File: src/rtl/camrx_pkg.sv
package camrx_pkg;

    localparam int HDR_DATA_W = 24;
    localparam int ECC_W      = 6;
    localparam int CRC_W      = 16;

    typedef enum logic [2:0] {
        ST_IDLE,
        ST_HEADER,
        ST_PAYLOAD,
        ST_FOOTER,
        ST_DRAIN
    } rx_state_e;

    // Column of data bit idx: odd-weight codes, weight 3 ascending then weight 5.
    function automatic logic [ECC_W-1:0] ecc_column(input int idx);
        logic [ECC_W-1:0] col;
        int               n;
        col = '0;
        n   = 0;
        for (int w = 3; w <= 5; w += 2) begin
            for (int v = 0; v < (1 << ECC_W); v++) begin
                if ($countones(ECC_W'(v)) == w) begin
                    if (n == idx) col = ECC_W'(v);
                    n++;
                end
            end
        end
        return col;
    endfunction

    function automatic logic [ECC_W-1:0] ecc_parity(input logic [HDR_DATA_W-1:0] d);
        logic [ECC_W-1:0] p;
        p = '0;
        for (int i = 0; i < HDR_DATA_W; i++) begin
            if (d[i]) p = p ^ ecc_column(i);
        end
        return p;
    endfunction

    // One byte of a reflected CRC, LSB first.
    function automatic logic [CRC_W-1:0] crc_step(input logic [CRC_W-1:0] c,
                                                  input logic [7:0]       b,
                                                  input logic [CRC_W-1:0] poly_rev);
        logic [CRC_W-1:0] r;
        logic             fb;
        r = c;
        for (int i = 0; i < 8; i++) begin
            fb = r[0] ^ b[i];
            r  = r >> 1;
            if (fb) r = r ^ poly_rev;
        end
        return r;
    endfunction

endpackage

File: src/rtl/camrx_hdr_ecc.sv
module camrx_hdr_ecc
    import camrx_pkg::*;
(
    input  logic [HDR_DATA_W-1:0] data_in,
    input  logic [ECC_W-1:0]      ecc_in,
    output logic [HDR_DATA_W-1:0] data_out,
    output logic                  corrected,
    output logic                  fatal
);

    logic [ECC_W-1:0] syndrome;
    logic             hit;

    assign syndrome = ecc_in ^ ecc_parity(data_in);

    always_comb begin
        data_out  = data_in;
        corrected = 1'b0;
        fatal     = 1'b0;
        hit       = 1'b0;
        if (syndrome != '0) begin
            if ($countones(syndrome) == 1) begin
                corrected = 1'b1;
            end else begin
                for (int i = 0; i < HDR_DATA_W; i++) begin
                    if (syndrome == ecc_column(i)) begin
                        data_out[i] = ~data_in[i];
                        hit         = 1'b1;
                    end
                end
                corrected = hit;
                fatal     = ~hit;
            end
        end
    end

endmodule

File: src/rtl/camrx_crc16.sv
module camrx_crc16
    import camrx_pkg::*;
#(
    parameter logic [CRC_W-1:0] POLY_REV = 16'h8408,
    parameter logic [CRC_W-1:0] SEED     = 16'hFFFF
) (
    input  logic             clk,
    input  logic             rst_n,
    input  logic             clear,
    input  logic             en,
    input  logic [7:0]       din,
    output logic [CRC_W-1:0] crc
);

    always_ff @(posedge clk or negedge rst_n) begin
        if (!rst_n)     crc <= SEED;
        else if (clear) crc <= SEED;
        else if (en)    crc <= crc_step(crc, din, POLY_REV);
    end

endmodule

File: src/rtl/camrx_pkt_rx.sv
module camrx_pkt_rx
    import camrx_pkg::*;
#(
    parameter logic [5:0]       LONG_DT_MIN = 6'h10,
    parameter logic [CRC_W-1:0] CRC_POLY    = 16'h8408,
    parameter logic [CRC_W-1:0] CRC_SEED    = 16'hFFFF
) (
    input  logic        clk,
    input  logic        rst_n,
    input  logic        sot,
    input  logic        eot,
    input  logic        in_valid,
    input  logic [7:0]  in_byte,
    output logic        hdr_valid,
    output logic [1:0]  hdr_vc,
    output logic [5:0]  hdr_dt,
    output logic [15:0] hdr_wc,
    output logic        hdr_long,
    output logic        hdr_corrected,
    output logic        hdr_fatal,
    output logic        pay_valid,
    output logic [7:0]  pay_byte,
    output logic        pay_last,
    output logic        pkt_end,
    output logic        crc_err,
    output logic        trunc_err
);

    localparam logic [15:0] HDR_LAST  = 16'd3;
    localparam logic [15:0] FOOT_LAST = 16'd1;

    rx_state_e              state, state_nxt;
    logic [15:0]            cnt;
    logic [15:0]            wc_q;
    logic [HDR_DATA_W-1:0]  hdr_buf;
    logic [7:0]             foot_lo;
    logic [CRC_W-1:0]       crc_cur;

    logic [HDR_DATA_W-1:0]  dec_data;
    logic                   dec_corr, dec_fatal, dec_long;
    logic                   take, hdr_done, pay_take, foot_take, foot_done, in_burst;

    camrx_hdr_ecc u_ecc (
        .data_in   (hdr_buf),
        .ecc_in    (in_byte[ECC_W-1:0]),
        .data_out  (dec_data),
        .corrected (dec_corr),
        .fatal     (dec_fatal)
    );

    camrx_crc16 #(.POLY_REV(CRC_POLY), .SEED(CRC_SEED)) u_crc (
        .clk   (clk),
        .rst_n (rst_n),
        .clear (state == ST_IDLE),
        .en    (pay_take),
        .din   (in_byte),
        .crc   (crc_cur)
    );

    assign take      = in_valid && !eot;
    assign in_burst  = (state == ST_HEADER) || (state == ST_PAYLOAD) || (state == ST_FOOTER);
    assign hdr_done  = (state == ST_HEADER) && take && (cnt == HDR_LAST);
    assign pay_take  = (state == ST_PAYLOAD) && take;
    assign foot_take = (state == ST_FOOTER) && take;
    assign foot_done = foot_take && (cnt == FOOT_LAST);
    assign dec_long  = dec_data[5:0] >= LONG_DT_MIN;

    // next state
    always_comb begin
        state_nxt = state;
        unique case (state)
            ST_IDLE:    if (sot) state_nxt = ST_HEADER;
            ST_HEADER: begin
                if (eot)                  state_nxt = ST_IDLE;
                else if (hdr_done) begin
                    if (dec_fatal || !dec_long)   state_nxt = ST_DRAIN;
                    else if (dec_data[23:8] == '0) state_nxt = ST_FOOTER;
                    else                          state_nxt = ST_PAYLOAD;
                end
            end
            ST_PAYLOAD: begin
                if (eot)                                        state_nxt = ST_IDLE;
                else if (pay_take && cnt == wc_q - 16'd1)       state_nxt = ST_FOOTER;
            end
            ST_FOOTER: begin
                if (eot)            state_nxt = ST_IDLE;
                else if (foot_done) state_nxt = ST_DRAIN;
            end
            ST_DRAIN:   if (eot) state_nxt = ST_IDLE;
            default:    state_nxt = ST_IDLE;
        endcase
    end

    // state register
    always_ff @(posedge clk or negedge rst_n) begin
        if (!rst_n) state <= ST_IDLE;
        else        state <= state_nxt;
    end

    // byte counter and captured fields
    always_ff @(posedge clk or negedge rst_n) begin
        if (!rst_n) begin
            cnt     <= '0;
            wc_q    <= '0;
            hdr_buf <= '0;
            foot_lo <= '0;
        end else begin
            if (state_nxt != state)  cnt <= '0;
            else if (take && in_burst) cnt <= cnt + 16'd1;
            if (state == ST_HEADER && take) begin
                unique case (cnt[1:0])
                    2'd0:    hdr_buf[7:0]   <= in_byte;
                    2'd1:    hdr_buf[15:8]  <= in_byte;
                    2'd2:    hdr_buf[23:16] <= in_byte;
                    default: ;
                endcase
            end
            if (hdr_done)                 wc_q    <= dec_data[23:8];
            if (foot_take && cnt == '0)   foot_lo <= in_byte;
        end
    end

    // registered outputs
    always_ff @(posedge clk or negedge rst_n) begin
        if (!rst_n) begin
            hdr_valid     <= 1'b0;
            hdr_vc        <= '0;
            hdr_dt        <= '0;
            hdr_wc        <= '0;
            hdr_long      <= 1'b0;
            hdr_corrected <= 1'b0;
            hdr_fatal     <= 1'b0;
            pay_valid     <= 1'b0;
            pay_byte      <= '0;
            pay_last      <= 1'b0;
            pkt_end       <= 1'b0;
            crc_err       <= 1'b0;
            trunc_err     <= 1'b0;
        end else begin
            hdr_valid <= hdr_done;
            pay_valid <= pay_take;
            pay_last  <= pay_take && (cnt == wc_q - 16'd1);
            pkt_end   <= foot_done;
            crc_err   <= foot_done && ({in_byte, foot_lo} != crc_cur);
            trunc_err <= eot && in_burst;
            if (pay_take) pay_byte <= in_byte;
            if (hdr_done) begin
                hdr_vc        <= dec_data[7:6];
                hdr_dt        <= dec_data[5:0];
                hdr_wc        <= dec_data[23:8];
                hdr_long      <= dec_long;
                hdr_corrected <= dec_corr;
                hdr_fatal     <= dec_fatal;
            end
        end
    end

    a_r6_last_with_valid: assert property (@(posedge clk) disable iff (!rst_n)
        pay_last |-> pay_valid);

    a_r5_no_payload_after_fatal: assert property (@(posedge clk) disable iff (!rst_n)
        (hdr_valid && hdr_fatal) |=> !pay_valid);

    a_r3_short_no_payload: assert property (@(posedge clk) disable iff (!rst_n)
        (hdr_valid && !hdr_long) |=> !pay_valid);

    a_r7_end_alone: assert property (@(posedge clk) disable iff (!rst_n)
        pkt_end |-> (!pay_valid && !hdr_valid && !trunc_err));

    a_r4_corr_xor_fatal: assert property (@(posedge clk) disable iff (!rst_n)
        hdr_valid |-> !(hdr_corrected && hdr_fatal));

    a_r9_drain_quiet: assert property (@(posedge clk) disable iff (!rst_n)
        (state == ST_DRAIN) |=> (!pay_valid && !hdr_valid && !pkt_end));

    a_r7_crc_err_with_end: assert property (@(posedge clk) disable iff (!rst_n)
        crc_err |-> pkt_end);

endmodule

File: config.mk
export PLATFORM = sky130hd
export DESIGN_NAME = camrx_pkt_rx
export DESIGN_NICKNAME = d
export VERILOG_FILES = /design/src/rtl/camrx_pkg.sv /design/src/rtl/camrx_hdr_ecc.sv /design/src/rtl/camrx_crc16.sv /design/src/rtl/camrx_pkt_rx.sv
export SDC_FILE = /design/constraint.sdc
export NUM_CORES = 1
export LEC_CHECK = 0
export BUFFER_PORTS_ARGS = -buffer_cell sky130_fd_sc_hd__buf_4
export CAP_MARGIN = 20
export CORE_UTILIZATION = 45
export CTS_BUF_LIST = sky130_fd_sc_hd__clkbuf_4 sky130_fd_sc_hd__clkbuf_8 sky130_fd_sc_hd__clkbuf_16
export CTS_CLUSTER_SIZE = 30
export DETAILED_ROUTE_END_ITERATION = 7
export GPL_TIMING_DRIVEN = 1
export PLACE_DENSITY = 0.69
export SYNTH_ARGS = -nofsm -noshare
export SYNTH_HDL_FRONTEND = slang
export SYNTH_SLANG_ARGS = --single-unit
File: constraint.sdc
create_clock -name clk -period 10.3 [get_ports clk]
set_clock_uncertainty 0.2 [all_clocks]
set_input_delay 2.06 -clock clk [delete_from_list [all_inputs] [get_ports clk]]
set_output_delay 2.06 -clock clk [all_outputs]
set_load 0.03 [all_outputs]
==> impl_metrics.toml, run 1 <==
[clock_network]
clock_tree.buffer_depth = 2
clk_latency_ns = 0.36
hold_buffers = 0
cts-htree-levels = 3
clkSinkCount = 108
root_buffer = "clkbuf_16"
cts_tree = "built"
cts_made_buffers = 9
ctsResizeCount = 0
postCtsSetupBuffers = 0
clk_pin_slew_ns = 0.08

[hold_path]
worstHoldStart = "hdr_dt[4]"
hold_path.class = "reg2reg"

[timing]
relSlewSlack = 0.405
setup_violations = 0
tightestPinTransition_ns = 0.892
hold_viol = 0
fin_crit_sh = 0.713
rsz0062_at_grt = "false"
fmax_ghz = 0.136
slew_viol_final = 0
fin_crit_ns = 7.34
finalSetupTns_ns = 0

[job]
maxCapViolCount = 0

[global_route]
grt_pass1_vias = 5544
overflow = 0
grt_usage = 0.229
grt_pass1_wl_mm = 31.0
grt_start_max_net_pins = 72
antenna_found_initial = 0

[setup_path]
endpoint_kind = "flop"
startpoint = "in_byte[1]"
start_kind = "input port"
critPathRequiredTime_ns = 10.35
reg2reg_from = "hdr_buf[2]"
crit_path_max_fanout = 17
crit_arrival_ns = 7.39
critPathKind = "in2reg"

[drt]
ant_nets = 0
via_per_inst = 5.65
wl_per_cell_microns = 18.5
drt_iter0_markers = 452
drcViolationCount = 0
first_pass_iters = 5
routed_wl_mm = 19.2
vias = 5845

[yosys]
netlist.area_leader.share = 0.304
avgSynthCellArea_sq_um = 9.49
ys_seq_area_frac = 0.360
syn_area_sq_um = 7560
syn_nets = 825
synthesis.instances = 797
async_flop_share = 1.00
ys_types = 75
synth_top_area_cell = "dfrtp_1"
synth-seq-cells = 108
synth-edff-count = 0
ys.flop_type = "dfrtp_1"
yosysWarnings = 0
synth_area_leaders = "dfrtp_1 (30%), xnor2_1 (12%), mux2_2 (6.0%)"

[layout]
drive_above_1_share = 0.188
syn_to_final_growth_pct = 9.64
fillers = 1549
n_antenna_cell = 0
nNetsFinal = 838
final_util = 0.502

[place]
dp_hpwl_mm = 14.0
portBuffers = 53
gp_congestion = 0.966

[floorplanning]
die_w_microns = 132
design.core.area_sq_um = 16500
die_area_sq_um = 17300
die_h_microns = 132
io_pins = 54
rows = 47
start_util = 0.458

[outcome]
run_status = "finished clean"
[Yosys cell counts, drive strengths merged, types with 16 or more instances]
| library cell | instances |
|---|---|
| nor3 | 44 |
| dfstp | 16 |
| inv | 27 |
| nand2 | 95 |
| buf | 22 |
| clkbuf | 33 |
| xor2 | 38 |
| xnor2 | 106 |
| mux2 | 44 |
| dfrtp | 92 |
| nor2 | 36 |
| nand3 | 22 |
| o21ai | 41 |
| a21oi | 28 |
[registers in the layout (all words and copies together), names as in the netlist]
signal and count:
cnt 16, crc_err 1, foot_lo 8, hdr_buf 24
hdr_corrected 1, hdr_dt 6, hdr_fatal 1, hdr_long 1
hdr_valid 1, hdr_vc 2, hdr_wc 16, pay_byte 8
pay_last 1, pay_valid 1, pkt_end 1, state 3
trunc_err 1, u_crc.crc 16
[worst max-delay path: stages]
cell,delay (ns)
buf_4,0.15
xnor2_1,0.19
xnor3_1,0.40
xor2_1,0.43
nand3_1,0.30
and2_1,0.32
fa_1,0.57
inv_1,0.04
ha_1,0.25
nand4bb_1,0.36
and2_1,0.31
nand2_1,0.11
nor3_1,0.28
nor4_1,0.09
a311o_1,0.33
o311ai_1,0.10
nor4_2,0.10
a21oi_4,0.58
mux2_1,0.38
[placed cells by master, fill, tap and decap left out, types with 4 or more instances in the layout]
cell type	instances
o22ai_1	4
xnor3_1	7
nand2_1	94
mux2_1	4
nand3_1	20
inv_1	26
dfstp_2	16
a31oi_1	5
mux2_2	40
xnor2_2	4
buf_4	57
nor2_1	35
or2_2	4
xnor2_1	101
and2_1	8
xor2_1	37
nand2b_1	5
nand4_1	13
o21ai_0	41
o32ai_1	5
dfrtp_1	92
clkbuf_16	9
ha_1	13
nor4_1	13
nor3_1	44
mux2i_1	13
o31ai_1	4
a21oi_1	27
[metrics by stage]
stage	hold WS, ns	worst slack (ns)	area (sq um)	std cells
6_report	0.282	2.96	8290	1035
2_1_floorplan	0.302	3.51	7560	797
4_1_cts	0.290	3.01	8290	1034
5_1_grt	0.326	2.59	8290	1035
3_5_place_dp	0.274	2.62	7990	1018
3_3_place_gp	0.263	2.67	7990	1018
[cells by family after synthesis]
family                     share of synthesized area
xor gates and xnor gates                       0.209
muxes                                         0.0827
DFF                                            0.360
and+or+nand+nor                                0.169
AOI/OAI and AO/OA                              0.103
buffers and inverters                         0.0490
adders and majority gates                     0.0268
[path summary, 6_finish.rpt]
check,endpoint,slack (ns),cells after the start
max in group asynchronous,hdr_long,7.19,2
min in group asynchronous,pay_valid,1.44,1
hold / removal,hdr_dt[4],0.28,2
setup / recovery,cnt[2],2.96,19
hold reg to reg,hdr_dt[4],0.28,2
setup reg to reg,cnt[2],4.14,18
[layer usage]
layer	up-vias	wire, microns	global-route usage
li1	2780	-	-
met1	2840	8840	0.329
met2	198	8840	0.352
met3	27	1120	0.0386
met4	0	364	0.0736
met5	-	0	0
[final cells by class]
class	count	area, sq um	area share
tap	220	275	0.0332
sequential	108	2720	0.328
timing repair buffer	57	428	0.0516
multi-input combinational	607	4470	0.539
clock inverter	7	67.6	0.00815
inverter	27	101	0.0122
clock buffer	9	225	0.0272
Power of run 1 is not shown: default switching activity piles up to over one toggle a cycle in this logic, so the estimate is an artifact.
==> inputs of run 2 (changes only) <==
--- a/config.mk
+++ b/config.mk
@@ -12,7 +12,7 @@
 export CTS_CLUSTER_SIZE = 30
 export DETAILED_ROUTE_END_ITERATION = 7
 export GPL_TIMING_DRIVEN = 1
-export PLACE_DENSITY = 0.69
+export PLACE_DENSITY = 0.72
 export SYNTH_ARGS = -nofsm -noshare
 export SYNTH_HDL_FRONTEND = slang
 export SYNTH_SLANG_ARGS = --single-unit
==> constraint.sdc (replaced) <==
create_clock -name clk -period 6.37 [get_ports clk]
set_clock_uncertainty 0.2 [all_clocks]
set_input_delay 1.274 -clock clk [delete_from_list [all_inputs] [get_ports clk]]
set_output_delay 1.274 -clock clk [all_outputs]
set_load 0.03 [all_outputs]
==> impl_metrics.toml, run 2 (synthesis results as in run 1) <==
[outcome]
run_status = "complete, but fails checks"
violations = "DRC"

[floorplanning]
die_area_sq_um = 17300
design.core.area_sq_um = 16500
rows = 47
die_h_microns = 132
die_w_microns = 132
start_util = 0.458
io_pins = 54

[setup_path]
endpoint = "cnt[10]"
reg2reg_to = "cnt[10]"
crit_path_max_fanout = 13
endpoint_kind = "flop"
reg2reg_from = "hdr_buf[21]"
start_kind = "input port"
critPathRequiredTime_ns = 6.45
crit_arrival_ns = 5.93
ff2ff_path_depth = 21
critPathKind = "in2reg"
startpoint = "in_byte[3]"
r2r_slack_ns = 0.88

[layout]
largest_reg_flops = 24
layout_commonest_cell = "xnor2_1"
drive_above_1_share = 0.203
fillers = 1556
nNetsFinal = 854
n_antenna_cell = 0
final_cell_mix = "xnor2_1 (101), nand2_1 (94), dfrtp_1 (92)"
syn_to_final_growth_pct = 11.7
largest-register = "hdr_buf"

[clock_network]
root_buffer = "clkbuf_16"
clk_latency_ns = 0.36
hold_buffers = 0
postCtsSetupBuffers = 0
cts_made_buffers = 9
cts-htree-levels = 3
clock_tree.buffer_depth = 2
clkSinkCount = 108
ctsResizeCount = 0
clk_pin_slew_ns = 0.08
cts_tree = "built"

[hold_path]
hold_depth = 2
hold_path.class = "reg2reg"

[drt]
drcViolationCount = 2
drt_iter0_markers = 416
first_pass_iters = 7
via_per_inst = 5.59
ant_nets = 0
wl_per_cell_microns = 18.7
routed_wl_mm = 19.6
vias = 5875

[timing]
rsz0062_at_grt = "false"
finalSetupTns_ns = 0
fin_crit_ns = 5.85
fin_crit_sh = 0.918
setup_violations = 0
relSlewSlack = 0.424
hold_viol = 0
tightestPinTransition_ns = 0.864
fmax_ghz = 0.171
slew_viol_final = 0

[global_route]
grt_usage = 0.235
grt_start_max_net_pins = 69
antenna_found_initial = 0
overflow = 0
grt_pass1_vias = 5558
grt_pass1_wl_mm = 31.6

[job]
maxCapViolCount = 0

[place]
gp_congestion = 1.01
dp_hpwl_mm = 14.8
portBuffers = 53
==> run 2: worst min-delay path by stage <==
stage                     startpoint          to  slack (ns)
after floorplan           foot_lo[0]  foot_lo[0]        0.30
after CTS                   hdr_long    hdr_long        0.29
after detailed placement    hdr_long    hdr_long        0.27
final                       hdr_long    hdr_long        0.28
after global placement      hdr_long    hdr_long        0.26
after global routing        hdr_long    hdr_long        0.32
==> run 2: cell type report <==
type / count / area [sq um] / share of cell area
Clock inverter: 7 / 88.8 / 0.0105
Inverter: 27 / 101 / 0.0120
Timing Repair Buffer: 73 / 561 / 0.0664
Multi-Input combinational cell: 607 / 4470 / 0.530
Clock buffer: 9 / 225 / 0.0267
Sequential cell: 108 / 2720 / 0.322
Tap cell: 220 / 275 / 0.0326
==> run 2: layer usage <==
| layer | track usage | part of all wire | routed length (microns) | vias up |
|---|---|---|---|---|
| li1 | - | - | - | 2816 |
| met1 | 0.331 | 0.46 | 9020 | 2840 |
| met2 | 0.369 | 0.46 | 9060 | 196 |
| met3 | 0.0417 | 0.061 | 1210 | 23 |
| met4 | 0.0633 | 0.018 | 346 | 0 |
| met5 | 0 | 0 | 0 | - |
==> run 2: worst max-delay path, cell delays in order <==
cell and delay, ns:
buf_4 0.15, xnor2_1 0.16, xnor3_1 0.43, xor3_2 0.42, and2_1 0.26, inv_2 0.09, fa_1 0.51, inv_1 0.04
ha_1 0.27, nand4bb_1 0.39, and2_1 0.37, nand3_1 0.11, nor4_1 0.06, o31ai_1 0.29, o311ai_1 0.15, o311ai_1 0.13
nor4_2 0.11, a21oi_4 0.27, buf_12 0.19, mux2i_1 0.23
==> run 2: per-stage QoR <==
step	setup WS (ns)	util	std cells	area [sq um]	hold WS, ns
floorplan	0.368	-	797	7560	0.302
global placement	0.237	0.492	1034	8130	0.263
detailed placement	0.198	0.492	1034	8130	0.272
CTS	0.564	0.511	1050	8440	0.289
global route	0.241	0.511	1051	8450	0.315
finish	0.520	0.511	1051	8450	0.282
Power of run 2 is left out for the same reason.
==> inputs of run 3 (changes only) <==
==> constraint.sdc (replaced) <==
create_clock -name clk -period 5.3 [get_ports clk]
set_clock_uncertainty 0.2 [all_clocks]
set_input_delay 1.06 -clock clk [delete_from_list [all_inputs] [get_ports clk]]
set_output_delay 1.06 -clock clk [all_outputs]
set_load 0.03 [all_outputs]
==> impl_metrics.toml, run 3 (synthesis results as in run 1) <==
[setup_path]
critPathKind = "in2reg"
critPathRequiredTime_ns = 5.35
cp_slowest_cell = "nor4_4"
path_cells = "buf_4 -> xnor2_2 -> xnor2_1 -> xnor2_1 -> xnor2_1 -> xnor2_1 -> buf_4 -> ha_1 -> inv_1 -> fa_1 -> ha_1 -> nand4bb_4 -> buf_6 -> and2_4 -> nand3_1 -> nor4_2 -> o31ai_1 -> o311ai_2 -> o311ai_2 -> nor4_4 -> a21oi_4 -> buf_12 -> mux2_4"
endpoint_kind = "flop"
slowest_delay_ns = 0.38
crit_path_max_fanout = 8
crit_arrival_ns = 5.22
critPathMostFrequentCell = "xnor2_1"
start_kind = "input port"

[layout]
largest_reg_flops = 24
fillers = 1448
final_cell_mix = "buf_4 (106), xnor2_1 (96), nand2_1 (92)"
largest-register = "hdr_buf"
nNetsFinal = 893
syn_to_final_growth_pct = 18.7
layout_commonest_cell = "buf_4"
drive_above_1_share = 0.277
final_cells = 1090
n_antenna_cell = 0

[timing]
fin_ws_ns = 0.128
tightestPinTransition_ns = 1.03
hold_viol = 0
fin_crit_sh = 0.976
setup_violations = 0
relSlewSlack = 0.314
fin_crit_ns = 5.17
timing.hold.ws_ns = 0.279
slew_viol_final = 0
finalSetupTns_ns = 0
fmax_ghz = 0.193

[place]
gp_congestion = 0.992
portBuffers = 53
dp_hpwl_mm = 15.1
placedCellCount = 1070
pre_cts_ws_ns = -0.229

[floorplanning]
die_w_microns = 132
die_area_sq_um = 17300
rows = 47
design.core.area_sq_um = 16500
start_util = 0.458
die_h_microns = 132
io_pins = 54

[clock_network]
cts_made_buffers = 9
clk_latency_ns = 0.36
clock_tree.buffer_depth = 2
cts_tree = "built"
hold_buffers = 0
clk_pin_slew_ns = 0.07
cts-htree-levels = 3
clkSinkCount = 108
root_buffer = "clkbuf_16"

[drt]
ant_nets = 0
vias = 6026
drcViolationCount = 0
drt_iter0_markers = 481
wl_per_cell_microns = 18.3
first_pass_iters = 5
via_per_inst = 5.53
routed_wl_mm = 19.9

[global_route]
grt_usage = 0.238
grt_pass1_wl_mm = 32.3
antenna_found_initial = 0
grt_pass1_vias = 5789
grt_start_max_net_pins = 84
overflow = 0

[hold_path]
hold_path.class = "reg2reg"

[job]
maxCapViolCount = 0

[outcome]
run_status = "finished clean"
run 3: cell count changes in the layout (fill, tap and decap cells not counted), moves of 4 or more:
| cell | before | now |
|---|---|---|
| xnor2_2 | 4 | 9 |
| mux2_4 | 0 | 4 |
| buf_4 | 72 | 106 |
| mux2_1 | 4 | 0 |
| xnor2_1 | 101 | 96 |
run 3: layer usage:
metal	part of all wire	global-route usage	wire (microns)	vias to the layer above
met1	0.47	0.343	9320	2885
met4	0.015	0.0536	305	0
li1	-	-	-	2884
met5	0	0	0	-
met3	0.068	0.0594	1350	30
met2	0.45	0.359	8940	227
run 3: what timing repair did:
action                                  4_1_cts  5_1_grt
setup buffers                                 0        1
resized for setup                             0       19
endpoints found under the setup margin        0       17
run 3: critical path: cells and delay by family:
kind | cells | cell delay, ns
buffers and inverters | 5 | 0.64
and+or+nand+nor | 5 | 0.97
xor gates and xnor gates | 5 | 0.78
adders and majority gates | 3 | 0.93
AOI/OAI and AO/OA | 4 | 0.54
muxes | 1 | 0.29
run 3: cell type report:
type,instances,area (sq um),area share
multi-input combinational,607,4670,0.520
sequential,108,2730,0.304
inverter,27,101,0.0113
timing repair buffer,112,911,0.101
clock buffer,10,239,0.0266
clock inverter,6,53.8,0.00599
tap,220,275,0.0307
run 3: through the flow:
step / area, sq um / utilization
after floorplan: 7690 / -
after global placement: 8500 / 0.515
after detailed placement: 8500 / 0.515
after CTS: 8800 / 0.532
after global routing: 8970 / 0.543
final: 8970 / 0.543
run 3: final timing paths:
kind | start | end | slack [ns] | cells after the start
setup / recovery | in_byte[5] | cnt[2] | 0.13 | 23
hold / removal | hdr_dt[1] | hdr_dt[1] | 0.28 | 2
setup reg to reg | hdr_buf[0] | cnt[2] | 0.21 | 20
hold reg to reg | hdr_dt[1] | hdr_dt[1] | 0.28 | 2
max in group asynchronous | rst_n | hdr_dt[2] | 3.46 | 3
min in group asynchronous | rst_n | foot_lo[2] | 0.43 | 1
Power of run 3 is left out for the same reason.
